`config.mk`:
```
export PLATFORM = sky130hd
export DESIGN_NAME = exc_frame_builder
export DESIGN_NICKNAME = d
export VERILOG_FILES = /design/src/rtl/exc_frame_pkg.sv /design/src/rtl/exc_frame_compose.sv /design/src/rtl/exc_frame_seq.sv /design/src/rtl/exc_frame_inhibit.sv /design/src/rtl/exc_frame_builder.sv
export SDC_FILE = /design/constraint.sdc
export NUM_CORES = 1
export LEC_CHECK = 0
export ABC_AREA = 1
export BUFFER_PORTS_ARGS = -buffer_cell sky130_fd_sc_hd__buf_4
export CORE_MARGIN = 3
export CORE_UTILIZATION = 40
export CTS_BUF_LIST = sky130_fd_sc_hd__clkbuf_4
export DETAILED_ROUTE_END_ITERATION = 12
export PLACE_DENSITY = 0.65
export SLEW_MARGIN = 20
export SYNTH_ARGS = -nofsm -noshare
export SYNTH_HDL_FRONTEND = slang
export SYNTH_SLANG_ARGS = --single-unit
```
`constraint.sdc`:
```
create_clock -name clk -period 4.5 [get_ports clk]
set_clock_uncertainty 0.05 [all_clocks]
set_input_delay 0.225 -clock clk [delete_from_list [all_inputs] [get_ports clk]]
set_output_delay 0.225 -clock clk [all_outputs]
set_load 0.005 [all_outputs]
```
`src/rtl/exc_frame_pkg.sv`:
```
// Package: shared widths, frame field positions and the sequencer state type.
// Assumes a 32-bit address space with longword (4-byte) stack slots.
package exc_frame_pkg;
    localparam int unsigned ADDR_W  = 32;
    localparam int unsigned SR_W    = 16;
    localparam int unsigned VEC_W   = 8;
    localparam int unsigned FS_W    = 4;
    localparam int unsigned FMT_W   = 4;
    localparam int unsigned ALIGN_B = 2;                 // longword alignment bits
    localparam int unsigned FRAME_B = 8;                 // bytes in one frame
    localparam logic [FMT_W-ALIGN_B-1:0] FMT_BASE = 2'b01; // format = 4 + low bits

    typedef enum logic [1:0] {
        ST_IDLE  = 2'd0,
        ST_WR_PC = 2'd1,
        ST_WR_FV = 2'd2,
        ST_FETCH = 2'd3
    } frame_state_e;

    typedef struct packed {
        logic [ADDR_W-1:0] new_sp;
        logic [ADDR_W-1:0] pc_word;
        logic [ADDR_W-1:0] fv_word;
        logic [ADDR_W-1:0] fetch_addr;
    } frame_plan_t;
endpackage

```
`src/rtl/exc_frame_compose.sv`:
```
// Module: exc_frame_compose
// Turns a raw exception request into the finished frame plan: the aligned new
// stack pointer, both frame longwords and the vector table entry address.
// Purely combinational; the sequencer latches the result at acceptance.
module exc_frame_compose
    import exc_frame_pkg::*;
(
    input  logic [VEC_W-1:0]  vector,
    input  logic              fault_class,
    input  logic [FS_W-1:0]   fs,
    input  logic [SR_W-1:0]   sr,
    input  logic [ADDR_W-1:0] pc_fault,
    input  logic [ADDR_W-1:0] pc_next,
    input  logic [ADDR_W-1:0] sp,
    input  logic [ADDR_W-1:0] vbase,
    output frame_plan_t       plan
);
    localparam int unsigned HALF_FS = FS_W / 2;

    logic [ADDR_W-1:0] sp_aligned;
    logic [FS_W-1:0]   fs_kept;
    logic [FMT_W-1:0]  fmt;

    // Purpose: clear the misalignment, keep FS only for fault-class exceptions.
    always_comb begin
        sp_aligned = {sp[ADDR_W-1:ALIGN_B], {ALIGN_B{1'b0}}};
        fs_kept    = fault_class ? fs : '0;
        fmt        = {FMT_BASE, sp[ALIGN_B-1:0]};
    end

    // Purpose: assemble the frame plan fields.
    always_comb begin
        plan.new_sp     = sp_aligned - ADDR_W'(FRAME_B);
        plan.pc_word    = fault_class ? pc_fault : pc_next;
        plan.fv_word    = {fmt, fs_kept[FS_W-1:HALF_FS], vector,
                           fs_kept[HALF_FS-1:0], sr};
        plan.fetch_addr = vbase + {{(ADDR_W-VEC_W-ALIGN_B){1'b0}}, vector,
                                   {ALIGN_B{1'b0}}};
    end
endmodule

```
`src/rtl/exc_frame_seq.sv`:
```
// Module: exc_frame_seq
// Sequences one frame: PC write, format/status write, vector read, each held
// until its ready. Latches the composed plan at acceptance; requests while
// busy are not taken. Emits a registered done pulse with the new SP.
module exc_frame_seq
    import exc_frame_pkg::*;
(
    input  logic              clk,
    input  logic              rst_n,
    input  logic              req_valid,
    input  frame_plan_t       plan_in,
    output logic              busy,
    output logic              mem_wr_valid,
    output logic [ADDR_W-1:0] mem_wr_addr,
    output logic [ADDR_W-1:0] mem_wr_data,
    input  logic              mem_wr_ready,
    output logic              vec_rd_valid,
    output logic [ADDR_W-1:0] vec_rd_addr,
    input  logic              vec_rd_ready,
    output logic              fetch_done,
    output logic              done,
    output logic [ADDR_W-1:0] sp_out
);
    frame_state_e state_q, state_d;
    frame_plan_t  plan_q;
    logic         accept;
    logic         done_q;
    logic [ADDR_W-1:0] sp_q;

    // Purpose: decode acceptance and the fetch handshake.
    always_comb begin
        accept     = (state_q == ST_IDLE) && req_valid;
        fetch_done = (state_q == ST_FETCH) && vec_rd_ready;
    end

    // Purpose: next-state selection, advancing only on handshakes.
    always_comb begin
        state_d = state_q;
        unique case (state_q)
            ST_IDLE:  if (req_valid)    state_d = ST_WR_PC;
            ST_WR_PC: if (mem_wr_ready) state_d = ST_WR_FV;
            ST_WR_FV: if (mem_wr_ready) state_d = ST_FETCH;
            ST_FETCH: if (vec_rd_ready) state_d = ST_IDLE;
            default:                    state_d = ST_IDLE;
        endcase
    end

    // Purpose: state register and frame plan latch.
    always_ff @(posedge clk) begin
        if (!rst_n) begin
            state_q <= ST_IDLE;
            plan_q  <= '0;
        end else begin
            state_q <= state_d;
            if (accept) plan_q <= plan_in;
        end
    end

    // Purpose: completion pulse and the published stack pointer.
    always_ff @(posedge clk) begin
        if (!rst_n) begin
            done_q <= 1'b0;
            sp_q   <= '0;
        end else begin
            done_q <= fetch_done;
            if (fetch_done) sp_q <= plan_q.new_sp;
        end
    end

    // Purpose: drive the port outputs from the current phase.
    always_comb begin
        busy         = (state_q != ST_IDLE);
        mem_wr_valid = (state_q == ST_WR_PC) || (state_q == ST_WR_FV);
        mem_wr_addr  = (state_q == ST_WR_PC) ? plan_q.new_sp + ADDR_W'(4)
                                             : plan_q.new_sp;
        mem_wr_data  = (state_q == ST_WR_PC) ? plan_q.pc_word : plan_q.fv_word;
        vec_rd_valid = (state_q == ST_FETCH);
        vec_rd_addr  = plan_q.fetch_addr;
        done         = done_q;
        sp_out       = sp_q;
    end

    p_wr_hold_r6: assert property (@(posedge clk) disable iff (!rst_n)
        mem_wr_valid && !mem_wr_ready |=>
            mem_wr_valid && $stable(mem_wr_addr) && $stable(mem_wr_data));
    p_wr_align_r2: assert property (@(posedge clk) disable iff (!rst_n)
        mem_wr_valid |-> mem_wr_addr[ALIGN_B-1:0] == '0);
    p_rd_hold_r7: assert property (@(posedge clk) disable iff (!rst_n)
        vec_rd_valid && !vec_rd_ready |=> vec_rd_valid && $stable(vec_rd_addr));
    p_port_excl_r7: assert property (@(posedge clk) disable iff (!rst_n)
        !(mem_wr_valid && vec_rd_valid));
    p_done_after_fetch_r8: assert property (@(posedge clk) disable iff (!rst_n)
        done |-> !busy && $past(vec_rd_valid && vec_rd_ready));
    p_done_single_r8: assert property (@(posedge clk) disable iff (!rst_n)
        done |=> !done);
    p_sp_aligned_r8: assert property (@(posedge clk) disable iff (!rst_n)
        done |-> sp_out[ALIGN_B-1:0] == '0);
    p_busy_hold_r9: assert property (@(posedge clk) disable iff (!rst_n)
        mem_wr_valid |=> busy);
endmodule

```
`src/rtl/exc_frame_inhibit.sv`:
```
// Module: exc_frame_inhibit
// Holds the interrupt-sampling inhibit from frame completion until the core
// reports the first handler instruction retired. Set wins over clear.
module exc_frame_inhibit (
    input  logic clk,
    input  logic rst_n,
    input  logic set_i,
    input  logic retired_i,
    output logic inhibit_o
);
    logic inh_q;

    // Purpose: set/clear flag with set priority.
    always_ff @(posedge clk) begin
        if (!rst_n)         inh_q <= 1'b0;
        else if (set_i)     inh_q <= 1'b1;
        else if (retired_i) inh_q <= 1'b0;
    end

    assign inhibit_o = inh_q;

    p_inh_hold_r10: assert property (@(posedge clk) disable iff (!rst_n)
        inhibit_o && !retired_i |=> inhibit_o);
    p_inh_clear_r10: assert property (@(posedge clk) disable iff (!rst_n)
        inhibit_o && retired_i && !set_i |=> !inhibit_o);
    p_inh_rise_r10: assert property (@(posedge clk) disable iff (!rst_n)
        set_i |=> inhibit_o);
endmodule

```
`src/rtl/exc_frame_builder.sv`:
```
// Module: exc_frame_builder (top)
// Builds the two-longword exception frame on the supervisor stack, fetches
// the vector entry, publishes the new SP and blocks interrupt sampling until
// the handler's first instruction retires. Assumes memory and vector ports
// follow valid/ready: a transfer happens at an edge where both are high.
module exc_frame_builder
    import exc_frame_pkg::*;
(
    input  logic              clk,
    input  logic              rst_n,
    input  logic              req_valid,
    input  logic [VEC_W-1:0]  req_vector,
    input  logic              req_fault_class,
    input  logic [FS_W-1:0]   req_fs,
    input  logic [SR_W-1:0]   req_sr,
    input  logic [ADDR_W-1:0] req_pc_fault,
    input  logic [ADDR_W-1:0] req_pc_next,
    input  logic [ADDR_W-1:0] req_sp,
    input  logic [ADDR_W-1:0] req_vbase,
    output logic              busy,
    output logic              mem_wr_valid,
    output logic [ADDR_W-1:0] mem_wr_addr,
    output logic [ADDR_W-1:0] mem_wr_data,
    input  logic              mem_wr_ready,
    output logic              vec_rd_valid,
    output logic [ADDR_W-1:0] vec_rd_addr,
    input  logic              vec_rd_ready,
    output logic              done,
    output logic [ADDR_W-1:0] sp_out,
    output logic              int_inhibit,
    input  logic              first_insn_retired
);
    frame_plan_t plan;
    logic        fetch_done;

    exc_frame_compose u_compose (
        .vector      (req_vector),
        .fault_class (req_fault_class),
        .fs          (req_fs),
        .sr          (req_sr),
        .pc_fault    (req_pc_fault),
        .pc_next     (req_pc_next),
        .sp          (req_sp),
        .vbase       (req_vbase),
        .plan        (plan)
    );

    exc_frame_seq u_seq (
        .clk          (clk),
        .rst_n        (rst_n),
        .req_valid    (req_valid),
        .plan_in      (plan),
        .busy         (busy),
        .mem_wr_valid (mem_wr_valid),
        .mem_wr_addr  (mem_wr_addr),
        .mem_wr_data  (mem_wr_data),
        .mem_wr_ready (mem_wr_ready),
        .vec_rd_valid (vec_rd_valid),
        .vec_rd_addr  (vec_rd_addr),
        .vec_rd_ready (vec_rd_ready),
        .fetch_done   (fetch_done),
        .done         (done),
        .sp_out       (sp_out)
    );

    exc_frame_inhibit u_inhibit (
        .clk       (clk),
        .rst_n     (rst_n),
        .set_i     (fetch_done),
        .retired_i (first_insn_retired),
        .inhibit_o (int_inhibit)
    );

    p_inh_with_done_r10: assert property (@(posedge clk) disable iff (!rst_n)
        done |-> int_inhibit);
endmodule

```
# Word level (Yosys, flattened, before mapping)
# Index checks and enable logic that the tools add are counted.
[classes]
add_sub_neg = 3
eq_ne = 7
mux = 11
reduce_logical = 7
[ops]
columns = ["op", "count"]
rows = [
  ["two-way mux 32 bit", 3],
  ["adder 32 x 10 -> 32 bit", 1],
  ["adder 32 x 3 -> 32 bit (second input constant)", 1],
  ["subtractor 32 x 4 -> 32 bit (second input constant)", 1],
  ["two-way mux 2 bit", 4],
  ["one-hot mux 2 bit (4 select lines)", 1],
  ["inequality test 2 bit (second input constant)", 3],
  ["== test 2 bit (second input constant)", 2],
  ["two-way mux 4 bit", 1],
  ["AND reduction 4 bit", 1],
  ["nonzero test 2 bit", 2],
  ["== test 2 x 1 -> 1 bit (second input constant)", 1],
  ["logical AND 1 bit", 2],
  ["logical NOT 2 bit", 1],
  ["two-way mux 1 bit", 2],
  ["inequality test 2 x 1 -> 1 bit (second input constant)", 1],
  ["logical OR 1 bit", 1],
]
[totals]
regBits = 163
out_inout_bits = 133

# Depth between registers and ports, before layout
# Gate-level depths: netlist of the first run.
[depth]
word_depth = 3
depth_mapped = 13

# Modules after synthesis
# Synthesis of the first run repeated with hierarchy kept, for this count alone.
[hier_totals]
hier_cells = 1526
area_unflattened_um2 = 9974.6
[modules_own_cells]
columns = ["module", "n_inst", "cells_each", "area_each_um2"]
rows = [
  ["exc_frame_seq", 1, 1034, 7289.5],
  ["exc_frame_compose", 1, 486, 2641.3],
  ["exc_frame_inhibit", 1, 6, 43.8],
]

# Worst setup path before layout of the first run
# No wires, ideal clock.
[synth_timing]
path_type = "flip-flop to output port"
start = "register u_seq.state_q[1]"
end = "output mem_wr_addr[25]"
t_arrival_ns = 1.488
slack_ns = 2.737
path_stages_with_launch = 10
n_path_buf = 0
cell_sequence = "dfxtp_1 -> inv_1 -> ha_1 -> nand2_1 -> nor2_2 -> nand4_4 -> nor3_4 -> nand2_2 -> xor2_1 -> inv_1"
[synth_between]
elab_chain_len = 2
[synth_rtl]
columns = ["item", "line_no", "rtl"]
rows = [
  ["from (decl)", "exc_frame_seq.sv:24", "frame_state_e state_q, state_d;"],
  ["from (signal assigned)", "exc_frame_seq.sv:54", "state_q <= state_d;"],
  ["== test 2 x 1 -> 1 bit", "exc_frame_seq.sv:74", "mem_wr_addr = (state_q == ST_WR_PC) ? plan_q.new_sp + ADDR_W'(4)"],
  ["two-way mux 32 bit", "exc_frame_seq.sv:74", ""],
  ["to (decl)", "exc_frame_builder.sv:22", "output logic [ADDR_W-1:0] mem_wr_addr,"],
]
# Every way passes these cells.

# Final worst setup path of the first run
[layout_timing]
start = "register u_seq.state_q[1]"
end = "output mem_wr_addr[21]"
# Same word-level chain as after synthesis.

==> reports/qor.txt, run 1 <==
Synth Flop Type: dfxtp_1
Sw Share: 38.9%
PnR Total Power: 5.19 mW
Peak Freq: 336 MHz
largest area contributor in the netlist: dfxtp_1
CP delay by family, top: simple AND/OR/NAND/NOR gates
Skew-Pair Late Insertion Delay: 0.55 ns
Max-slew headroom: 28.4%
total track usage: 23.9%
synth top area cells: dfxtp_1 34%, nand2_1 15%, nor2_1 8.9%, inv_1 8.0%, nand3_1 5.8%
CP most frequent cell: nand2_1
Die H: 160 µm
vias in the first global route: 9,870
HP Class: in -> reg
leakage: 6.75 nW
synthesized area per cell: 6.35 µm²
die width: 160 µm
Yosys top cell area share: 33.8%
initial antenna violation count: 2
IO buf count: 291
DRT iter0 DRCs: 542
clk sinks: 159
crit-path max FO: 13
DRC errors left: 0
RD Place Congestion: 0.971
Max Root-Sink Buffers: 2
Setup violations, final: 0
Critical Path AT: 2.70 ns
sequential-to-total area share from yosys stat: 33.8%
most frequent cells in the layout: 368 x nand2_1, 295 x buf_4, 223 x nor2_1
Post-CTS Setup Bufs: 0
P_int: 3.17 mW
core area: 0.0229 mm²
first-pass detailed-route iteration total: 5
Clk network pwr share: 19.1%
Yosys reg bits: 159
Seq. cell area: 0.00318 mm²
Pins Over Slew Limit: 0
Worst Path Buf+Inv: 2
Comb pwr share: 42.6%
# H-tree levels: 4
first-pass GRT wire length: 50,100 µm
WL final: 31,500 µm
unrepaired setup endpoints after global routing: no
Final min period: 2.98 ns
Pwr per Cell Area: 389 mW/mm²
synthesized area: 0.00943 mm²
routed len/inst: 14.5 µm
via count: 10,300
sequential power share: 38.3%
Startpoint Class: flop
critical path type: reg -> out
R2R Setup Slk: 1.63 ns
Post-Syn Instances: 1,485
CTS root buf: clkbuf_4
Cell Chain, Critical Path: inv_1 > ha_1 > nand2_1 > nor2_2 > nand4_4 > nor3_4 > nand2_1 > xor2_1 > buf_4
Crit. End Element: output pin
Final Hold Fails: 0
Fill cells: 2,185
Net Sw Power: 2.02 mW
Crit path largest cell delay: 0.50 ns
Post-synth EDFFs: 0
CTS clk-pin slew, worst paths: 0.13 ns
setup_tns: 0 ns
fin crit share: 66.2%
CTS buffer count: 17
outcome: finished clean
worst-case vdd ir drop: 0.253 mV
commonest non-fill, non-tap cell in the layout: nand2_1
site row count: 55
multi-input logic area: 0.00498 mm²
Antenna Nets Post-Route: 0
area grow syn2layout: 41.4%
I/O Pins: 296
Least-Margin Pin Slew: 1.07 ns
DR vias/cell: 4.75
slowest cell on the critical path: ha_1
synth unique cells: 41
Die Area: 0.0255 mm²
CTS tree: built
Crit path required time: 4.22 ns
dpl hpwl: 22,800 µm
global route overflow: 0
Initial Util: 41.1%
share of cells above drive strength 1: 19.6%
total of max-cap violations: 0
largest net degree at the start of global routing: 116
ys async rst share: 0%
Final Net Count: 2,026
Synth Warn #: 0
## flip-flops by register name (all words and copies together), names as in the netlist
register	count
u_seq.sp_out	30
u_seq.state_q	2
u_seq.plan_q	93
u_seq.done	1
u_inhibit.inhibit_o	1
u_seq.vec_rd_addr	32
## worst reg2reg max path: stages, from the launching register on
cell and delay (ns):
dfxtp_1 0.36, inv_1 0.14, ha_1 0.21, nand2_2 0.09, inv_6 0.56, buf_12 0.46
nand3_1 0.17, dlygate4sd3_1 0.60, o211ai_1 0.09, inv_1 0.05
## area by class of cell
type | count | area share, %
sequential | 159 | 23.9
antenna | 3 | 0.0563
tap | 313 | 2.94
clock inverter | 14 | 1.48
multi-input combinational | 1026 | 37.3
inverter | 203 | 5.75
timing repair buffer | 440 | 27.6
clock buffer | 18 | 1.01
## logic make-up after synthesis
| kind of cell | count (synthesis) | synth area share (%) |
|---|---|---|
| buffers and inverters | 303 | 13.6 |
| DFF | 159 | 33.8 |
| adders and majority gates | 16 | 2.20 |
| xor gates and xnor gates | 49 | 4.55 |
| other | 1 | 0.0398 |
| AOI/OAI and AO/OA | 188 | 11.0 |
| and+or+nand+nor | 769 | 34.8 |
## Yosys cell counts, types with 5 or more instances
cell type	n
buf_2	8
nand2_1	369
inv_1	200
o21ai_0	96
nor3_1	14
a21oi_1	50
nor2_2	6
xor2_1	40
buf_4	36
nor3_2	5
o211ai_1	35
clkbuf_1	45
nand2_2	6
nor2_4	5
nand4_1	7
nor2_1	223
nand3_1	110
buf_1	11
ha_1	15
xnor2_1	9
dfxtp_1	159
## metal layers
metal | share of wire, % | GRT usage, %
met1 | 45 | 30.5
met2 | 48 | 40.3
met3 | 4.7 | 4.58
met4 | 3.0 | 8.71
met5 | 0 | 0
## repair_timing
action | in CTS | in global routing
hold endpoints to repair | 112 | 0
gates resized for setup | 0 | 0
setup endpoints to repair | 0 | 0
hold buffers | 144 | 0
## power by group through the flow
stage / sequential, mW / combinational, mW / clock [mW]
after floorplan: 1.93 / 1.27 / 0
after global placement: 2.01 / 2.00 / 0
after detailed placement: 2.01 / 2.03 / 0
after CTS: 1.98 / 2.21 / 1.02
after global routing: 2.02 / 2.48 / 1.08
final: 1.99 / 2.21 / 0.991
## through the flow
step           area (µm²)  hold slack (ns)  utilization [%]  setup WS (ns)  cells
4_1_cts             13300          0.00763             58.2           1.45   2173
3_5_place_dp        11600            0.384             50.4           2.09   1997
6_report            13300           0.0720             58.2           1.52   2176
5_1_grt             13300           0.0296             58.2           1.27   2175
3_3_place_gp        11600            0.383             50.4           2.15   1997
2_1_floorplan        9440            0.265                -           2.74   1488
## final timing paths
path | startpoint | cells after the start | endpoint
hold / removal | req_vbase[2] | 4 | u_seq.vec_rd_addr[2]
setup reg to reg | u_seq.state_q[0] | 9 | u_seq.plan_q[79]
hold reg to reg | u_seq.plan_q[62] | 2 | u_seq.plan_q[62]
setup / recovery | u_seq.state_q[1] | 9 | mem_wr_addr[21]
Note: power is estimated with default switching activity, not from simulation.
==> run 2: changes to the inputs <==
clock period = 3.1 ns   (was 4.5 ns; I/O delays follow)
==> reports/qor.txt, run 2 (synthesis results as in run 1) <==
outcome: finished clean
first-pass GRT wire length: 51,900 µm (+3.6%)
critical path type: in -> reg
setup_tns: 0 ns (unchanged)
WHS Endpoint: u_seq.plan_q[54]
# H-tree levels: 4 (unchanged)
Max-slew headroom: 29.8% (+1.4 points)
R2R Setup Slk: 0.52 ns (-1.11 ns)
flip-flop count of the largest register after layout: 93 (unchanged)
initial antenna violation count: 2 (unchanged)
total of max-cap violations: 0 (unchanged)
first-pass detailed-route iteration total: 5 (unchanged)
clk sinks: 159 (unchanged)
largest net degree at the start of global routing: 92 (-21%)
Setup violations, final: 0 (unchanged)
Crit path largest cell delay: 0.56 ns (+0.06 ns)
DR vias/cell: 4.83 (+1.6%)
worst-case vdd ir drop: 0.519 mV (+100%)
Hold Startpoint: rst_n
leakage: 6.85 nW (+1.5%)
Least-Margin Pin Slew: 1.05 ns (-0.0222 ns)
CTS tree: built
total track usage: 24.6% (+0.69 points)
via count: 10,600 (+2.6%)
Comb pwr share: 43.1% (+0.5 points)
slowest cell on the critical path: dlygate4sd3_1
Pwr per Cell Area: 565 mW/mm² (+45%)
Peak Freq: 344 MHz
most frequent cells in the layout: 368 x nand2_1, 297 x buf_4, 223 x nor2_1
CP most frequent cell: nand2_1
RD Place Congestion: 0.953 (-1.9%)
CTS buffer count: 17 (unchanged)
Worst R2R Start: u_seq.state_q[0]
r2r worst-path depth: 8 (-1)
Skew-Pair Late Insertion Delay: 0.55 ns (about the same)
Sw Share: 38.4% (-0.50 points)
Net Sw Power: 2.95 mW (+46%)
sequential power share: 37.5% (-0.8 points)
critical path depth: 17 (+8)
Crit path required time: 3.54 ns (-0.68 ns)
dpl hpwl: 22,900 µm (+0.22%)
I/O Pins: 296 (unchanged)
core area: 0.0229 mm² (unchanged)
worst r2r dst: u_seq.plan_q[48]
Final Hold Fails: 0 (unchanged)
Die Area: 0.0255 mm² (unchanged)
Cell Chain, Critical Path: dlygate4sd3_1 > buf_4 > ha_1 > inv_1 > fa_1 > inv_1 > nand3_1 > nand3_2 > nand2_1 > o21ai_2 > nand2_1 > nand2_1 > dlygate4sd3_1 > nand3_1 > dlygate4sd3_1 > nand2_1 > inv_1
CTS root buf: clkbuf_4
Worst Path Buf+Inv: 7 (+5)
vias in the first global route: 10,400 (+5.8%)
DRC errors left: 0 (unchanged)
share of cells above drive strength 1: 19.5% (-0.080 points)
commonest non-fill, non-tap cell in the layout: nand2_1
Post-CTS Setup Bufs: 0 (unchanged)
HP Class: in -> reg
CP delay by family, top: buffers and inverters
CTS clk-pin slew, worst paths: 0.15 ns (+0.02 ns)
Die H: 160 µm (unchanged)
fin crit share: 93.7%
Initial Util: 41.1% (unchanged)
non-filler instance count after layout: 2,198 (+1.0%)
area grow syn2layout: 44.1%
global route overflow: 0 (unchanged)
Hold Path Depth: 3 (-1)
crit-path max FO: 6 (-7)
Pins Over Slew Limit: 0 (unchanged)
Startpoint Class: input pin
Critical Path AT: 3.34 ns (+0.64 ns)
DRT iter0 DRCs: 667 (+23%)
Top reg by flops: u_seq.plan_q
P_int: 4.72 mW (+49%)
Max Root-Sink Buffers: 2 (unchanged)
Antenna Nets Post-Route: 0 (unchanged)
unrepaired setup endpoints after global routing: no
Clk network pwr share: 19.4% (+0.3 points)
Final min period: 2.90 ns
die width: 160 µm (unchanged)
site row count: 55 (unchanged)
routed len/inst: 14.6 µm (+1.0%)
Crit. End Element: flop
hold slack: 0.0361 ns (-0.0359 ns)
placed cells: 2,000 (+0.15%)
Final Net Count: 2,050 (+1.2%)
IO buf count: 291 (unchanged)
WL final: 32,200 µm (+2.0%)
-- run 2: power by group through the flow --
stage	Sequential, mW	Combinational (mW)	Clock [mW]
finish	2.88	3.31	1.49
global route	2.93	3.69	1.61
CTS	2.87	3.30	1.54
detailed placement	2.91	3.00	0
global placement	2.91	2.95	0
floorplan	2.80	1.84	0
-- run 2: worst register-to-register path, delay by kind of cell, from the launching register on --
family                   cells  cell delay, ns
buffers and inverters        4            1.58
adder cells (fa/ha/maj)      1            0.20
AO/OA/AOI/OAI                1            0.12
flip-flops                   1            0.35
AND/OR/NAND/NOR              2            0.24
-- run 2: how the worst max path moves through the flow --
| stage | from | to | slack [ns] |
|---|---|---|---|
| after global routing | req_vector[0] | u_seq.vec_rd_addr[30] | 0.03 |
| after floorplan | u_seq.state_q[1] | mem_wr_addr[25] | 1.41 |
| after CTS | req_vector[0] | u_seq.vec_rd_addr[30] | 0.16 |
| after global placement | u_seq.state_q[1] | mem_wr_addr[21] | 1.07 |
| after detailed placement | u_seq.state_q[1] | mem_wr_addr[25] | 1.0 |
| final | req_vector[0] | u_seq.vec_rd_addr[30] | 0.20 |
-- run 2: cell type report --
cell class / count / area [µm²]
antenna: 2 / 5.00
tap: 313 / 392
clock buffer: 18 / 135
multi-input combinational: 1026 / 4980
inverter: 203 / 767
timing repair buffer: 464 / 3920
clock inverter: 13 / 201
sequential: 159 / 3180
fill: 2165 / 9330
-- run 2: what timing repair did --
item | in CTS | in global routing
endpoints found under the setup margin | 0 | 1
hold buffers | 165 | 0
hold endpoints to repair | 120 | 0
resized for setup | 0 | 1
-- run 2: metrics by stage --
step                setup WS [ns]  cell area, µm²  util, %  total power [mW]
finish                      0.196           13600     59.3              7.67
global route               0.0262           13600     59.3              8.24
CTS                         0.163           13600     59.2              7.70
detailed placement          0.996           11600     50.6              5.91
global placement             1.07           11600     50.6              5.86
floorplan                    1.41            9440        -              4.64
-- run 2: routing by layer --
metal / track usage [%] / vias to the layer above / part of all wire, %
li1: - / 5375 / -
met5: 0 / - / 0
met4: 10.9 / 0 / 4.2
met2: 41.3 / 368 / 47
met1: 30.6 / 4785 / 43
met3: 4.86 / 89 / 5.3
==> run 3: changes to the inputs <==
ABC_AREA = not set   (was 1)
PLACE_DENSITY = 0.67   (was 0.65)
clock period = 3.15 ns   (was 3.1 ns; I/O delays follow)
==> reports/qor.txt, run 3 <==
outcome: finished clean
first-pass GRT wire length: 42,600 µm (-18%)
fin crit share: 97.6%
most common cell in the netlist: nand2_1
GR peak layer: met2
WHS Endpoint: u_seq.vec_rd_addr[5]
global route overflow: 0 (unchanged)
Synth Flop Type: dfxtp_1
synth unique cells: 50 (+22%)
dpl hpwl: 17,700 µm (-23%)
Least-Margin Pin Slew: 1.11 ns (+0.0540 ns)
Die H: 149 µm (-6.5%)
Pins Over Slew Limit: 0 (unchanged)
Setup violations, final: 0 (unchanged)
DRT iter0 DRCs: 319 (-52%)
R2R Setup Slk: 0.45 ns (-0.07 ns)
Worst Path Buf+Inv: 3 (-4)
core area: 0.0198 mm² (-14%)
Die Area: 0.0223 mm² (-13%)
via count: 8,640 (-19%)
Max Root-Sink Buffers: 2 (unchanged)
CP startpoint: req_vector[4]
I/O Pins: 296 (unchanged)
hold slack: 0.0850 ns (+0.0489 ns)
worst-case vdd ir drop: 0.274 mV (-47%)
sequential-to-total area share from yosys stat: 38.8% (+5.0 points)
die width: 149 µm (-6.5%)
Synth Warn #: 0 (unchanged)
Crit path required time: 3.60 ns (+0.06 ns)
site row count: 51 (-7.3%)
DRC errors left: 0 (unchanged)
commonest non-fill, non-tap cell in the layout: buf_4
leakage: 5.37 nW (-22%)
Skew-Pair Late Insertion Delay: 0.55 ns (about the same)
slowest cell on the critical path: dlygate4sd3_1
Commonest cells post-synth: 165 x nand2_1, 159 x dfxtp_1, 103 x a21oi_1
Hold Startpoint: req_vbase[5]
ys async rst share: 0% (unchanged)
HP Class: in -> reg
vias in the first global route: 8,501 (-19%)
Peak Freq: 325 MHz
most frequent cells in the layout: 296 x buf_4, 200 x dlygate4sd3_1, 164 x nand2_1
met1 Resource Use GR: 28.0% (-2.6 points)
Crit path largest cell delay: 0.60 ns (+0.04 ns)
# H-tree levels: 4 (unchanged)
r2r worst-path depth: 7 (-1)
Critical Path AT: 3.52 ns (+0.18 ns)
Yosys reg bits: 159 (unchanged)
M3 GR Usage: 6.59% (+1.7 points)
Sw Share: 35.6% (-2.8 points)
setup_tns: 0 ns (unchanged)
Clk network pwr share: 18.7% (-0.7 points)
flip-flop count of the largest register after layout: 93 (unchanged)
met2 Use GR: 40.5% (-0.83 points)
CP most frequent cell: dlygate4sd3_1
Worst R2R Start: u_seq.state_q[0]
Post-Syn Instances: 1,009 (-32%)
Comb pwr share: 42.1% (-1.0 points)
largest net degree at the start of global routing: 91 (-1.1%)
RD Place Congestion: 0.888 (-6.8%)
Cell Chain, Critical Path: dlygate4sd3_1 > buf_4 > ha_1 > a21o_1 > a31o_2 > o2111ai_1 > a21oi_1 > mux2i_1 > a2111oi_0 > dlygate4sd3_1
final worst setup slack: 0.0742 ns (-0.122 ns)
routed len/inst: 15.9 µm (+8.4%)
Pwr per Cell Area: 558 mW/mm² (-1.1%)
sequential power share: 39.3% (+1.8 points)
synthesized area: 0.00820 mm² (-13%)
total track usage: 23.6% (-1.1 points)
Startpoint Class: input pin
Yosys top cell area share: 38.8% (+5.0 points)
worst r2r dst: u_seq.plan_q[105]
Final Net Count: 1,609 (-22%)
DR vias/cell: 5.06 (+4.7%)
Initial Util: 41.5% (+0.33 points)
first-pass detailed-route iteration total: 5 (unchanged)
CTS root buf: clkbuf_4
critical path type: in -> reg
Fill cells: 1,642 (-24%)
CTS buffer count: 17 (unchanged)
Final min period: 3.08 ns
CTS clk-pin slew, worst paths: 0.13 ns (-0.02 ns)
area grow syn2layout: 54.3%
Net Sw Power: 2.52 mW (-15%)
WL final: 27,100 µm (-16%)
Hold Path Depth: 5 (+2)
synthesized area per cell: 8.13 µm² (+28%)
Max-slew headroom: 26.1% (-3.7 points)
crit-path max FO: 6 (unchanged)
clk sinks: 159 (unchanged)
share of cells above drive strength 1: 26.3% (+6.8 points)
Place WS: 0.524 ns (-0.472 ns)
CTS tree: built
Final Hold Fails: 0 (unchanged)
total of max-cap violations: 0 (unchanged)
synth top area cells: dfxtp_1 39%, nand2_1 7.5%, a21oi_1 6.3%, xnor2_1 4.7%, mux2i_1 4.4%
Crit. End Element: flop
initial antenna violation count: 1 (-1)
Antenna Nets Post-Route: 0 (unchanged)
P_int: 4.55 mW (-3.6%)
largest area contributor in the netlist: dfxtp_1
Post-synth EDFFs: 0 (unchanged)
IO buf count: 291 (unchanged)
CP delay by family, top: compound AO/OA/AOI/OAI gates
Top reg by flops: u_seq.plan_q
[run 3: cell types whose count changed after synthesis, sizes merged, moves of 35 or more]
cell    delta
a211oi    +48
a21oi     +53
inv      -186
mux2i     +36
nand2    -211
nand3     -76
nor2     -151
o21ai     -59
xnor2     +35
[run 3: worst max-delay path by stage]
stage	end	slack [ns]	depth (start not counted)
after floorplan	u_seq.plan_q[119]	1.0	9
after global routing	u_seq.plan_q[117]	-0.005	12
after CTS	u_seq.vec_rd_addr[18]	0.08	12
final	u_seq.vec_rd_addr[27]	0.07	10
after detailed placement	u_seq.vec_rd_addr[18]	0.52	10
after global placement	u_seq.vec_rd_addr[20]	0.62	10
[run 3: layer usage]
metal  part of all wire, %  vias up
li1                      -     4302
met1                    40     3964
met2                    49      315
met3                   8.0       59
met4                   2.9        0
met5                     0        -
[run 3: cells by family (layout without fill, tap and decap cells)]
group	count (synthesis)	count (layout)	synth area share, %
AND/OR/NAND/NOR	359	359	19.4
AO/OA/AOI/OAI	223	223	16.3
flip-flops	159	159	38.8
buffers and inverters	116	547	6.97
multiplexers	68	68	8.78
XOR/XNOR	67	67	7.15
adder cells (fa/ha/maj)	16	16	2.53
other	1	5	0.0457
[run 3: power by group through the flow]
stage | Sequential [mW] | Clock [mW] | Combinational [mW]
2_1_floorplan | 2.71 | 0 | 1.63
3_3_place_gp | 2.79 | 0 | 2.62
3_5_place_dp | 2.81 | 0 | 2.64
4_1_cts | 2.76 | 1.36 | 2.96
5_1_grt | 2.83 | 1.44 | 3.28
6_report | 2.78 | 1.32 | 2.97
[run 3: through the flow]
stage               cell area [µm²]  utilization [%]  power [mW]  std cells
floorplan                      8220                -        4.34       1012
global placement              10300             52.2        5.42       1475
detailed placement            10300             52.2        5.45       1475
CTS                           12600             63.8        7.08       1707
global route                  12700             64.0        7.56       1709
finish                        12700             64.0        7.07       1709
[run 3: final cells by class]
cell class	count	area, µm²	share of cell area (%)
clock inverter	13	164	1.29
sequential	159	3180	25.1
inverter	16	62.6	0.494
timing repair buffer	499	4280	33.8
clock buffer	19	143	1.13
tap	265	332	2.62
multi-input combinational	737	4490	35.5
antenna	1	2.50	0.0198
[run 3: timing repair]
item                                   CTS  global route
hold buffers                           200             0
setup endpoints to repair                0             7
setup buffers                            0             1
endpoints found under the hold margin  120             0
resized for setup                        0             5
[run 3: worst reg2reg max path: stages (launching register included)]
cell and delay, ns:
dfxtp_1 0.36, inv_1 0.12, ha_1 0.26, and2_4 0.60, buf_12 0.38, nor2_1 0.10, a311oi_1 0.23, dlygate4sd3_1 0.57
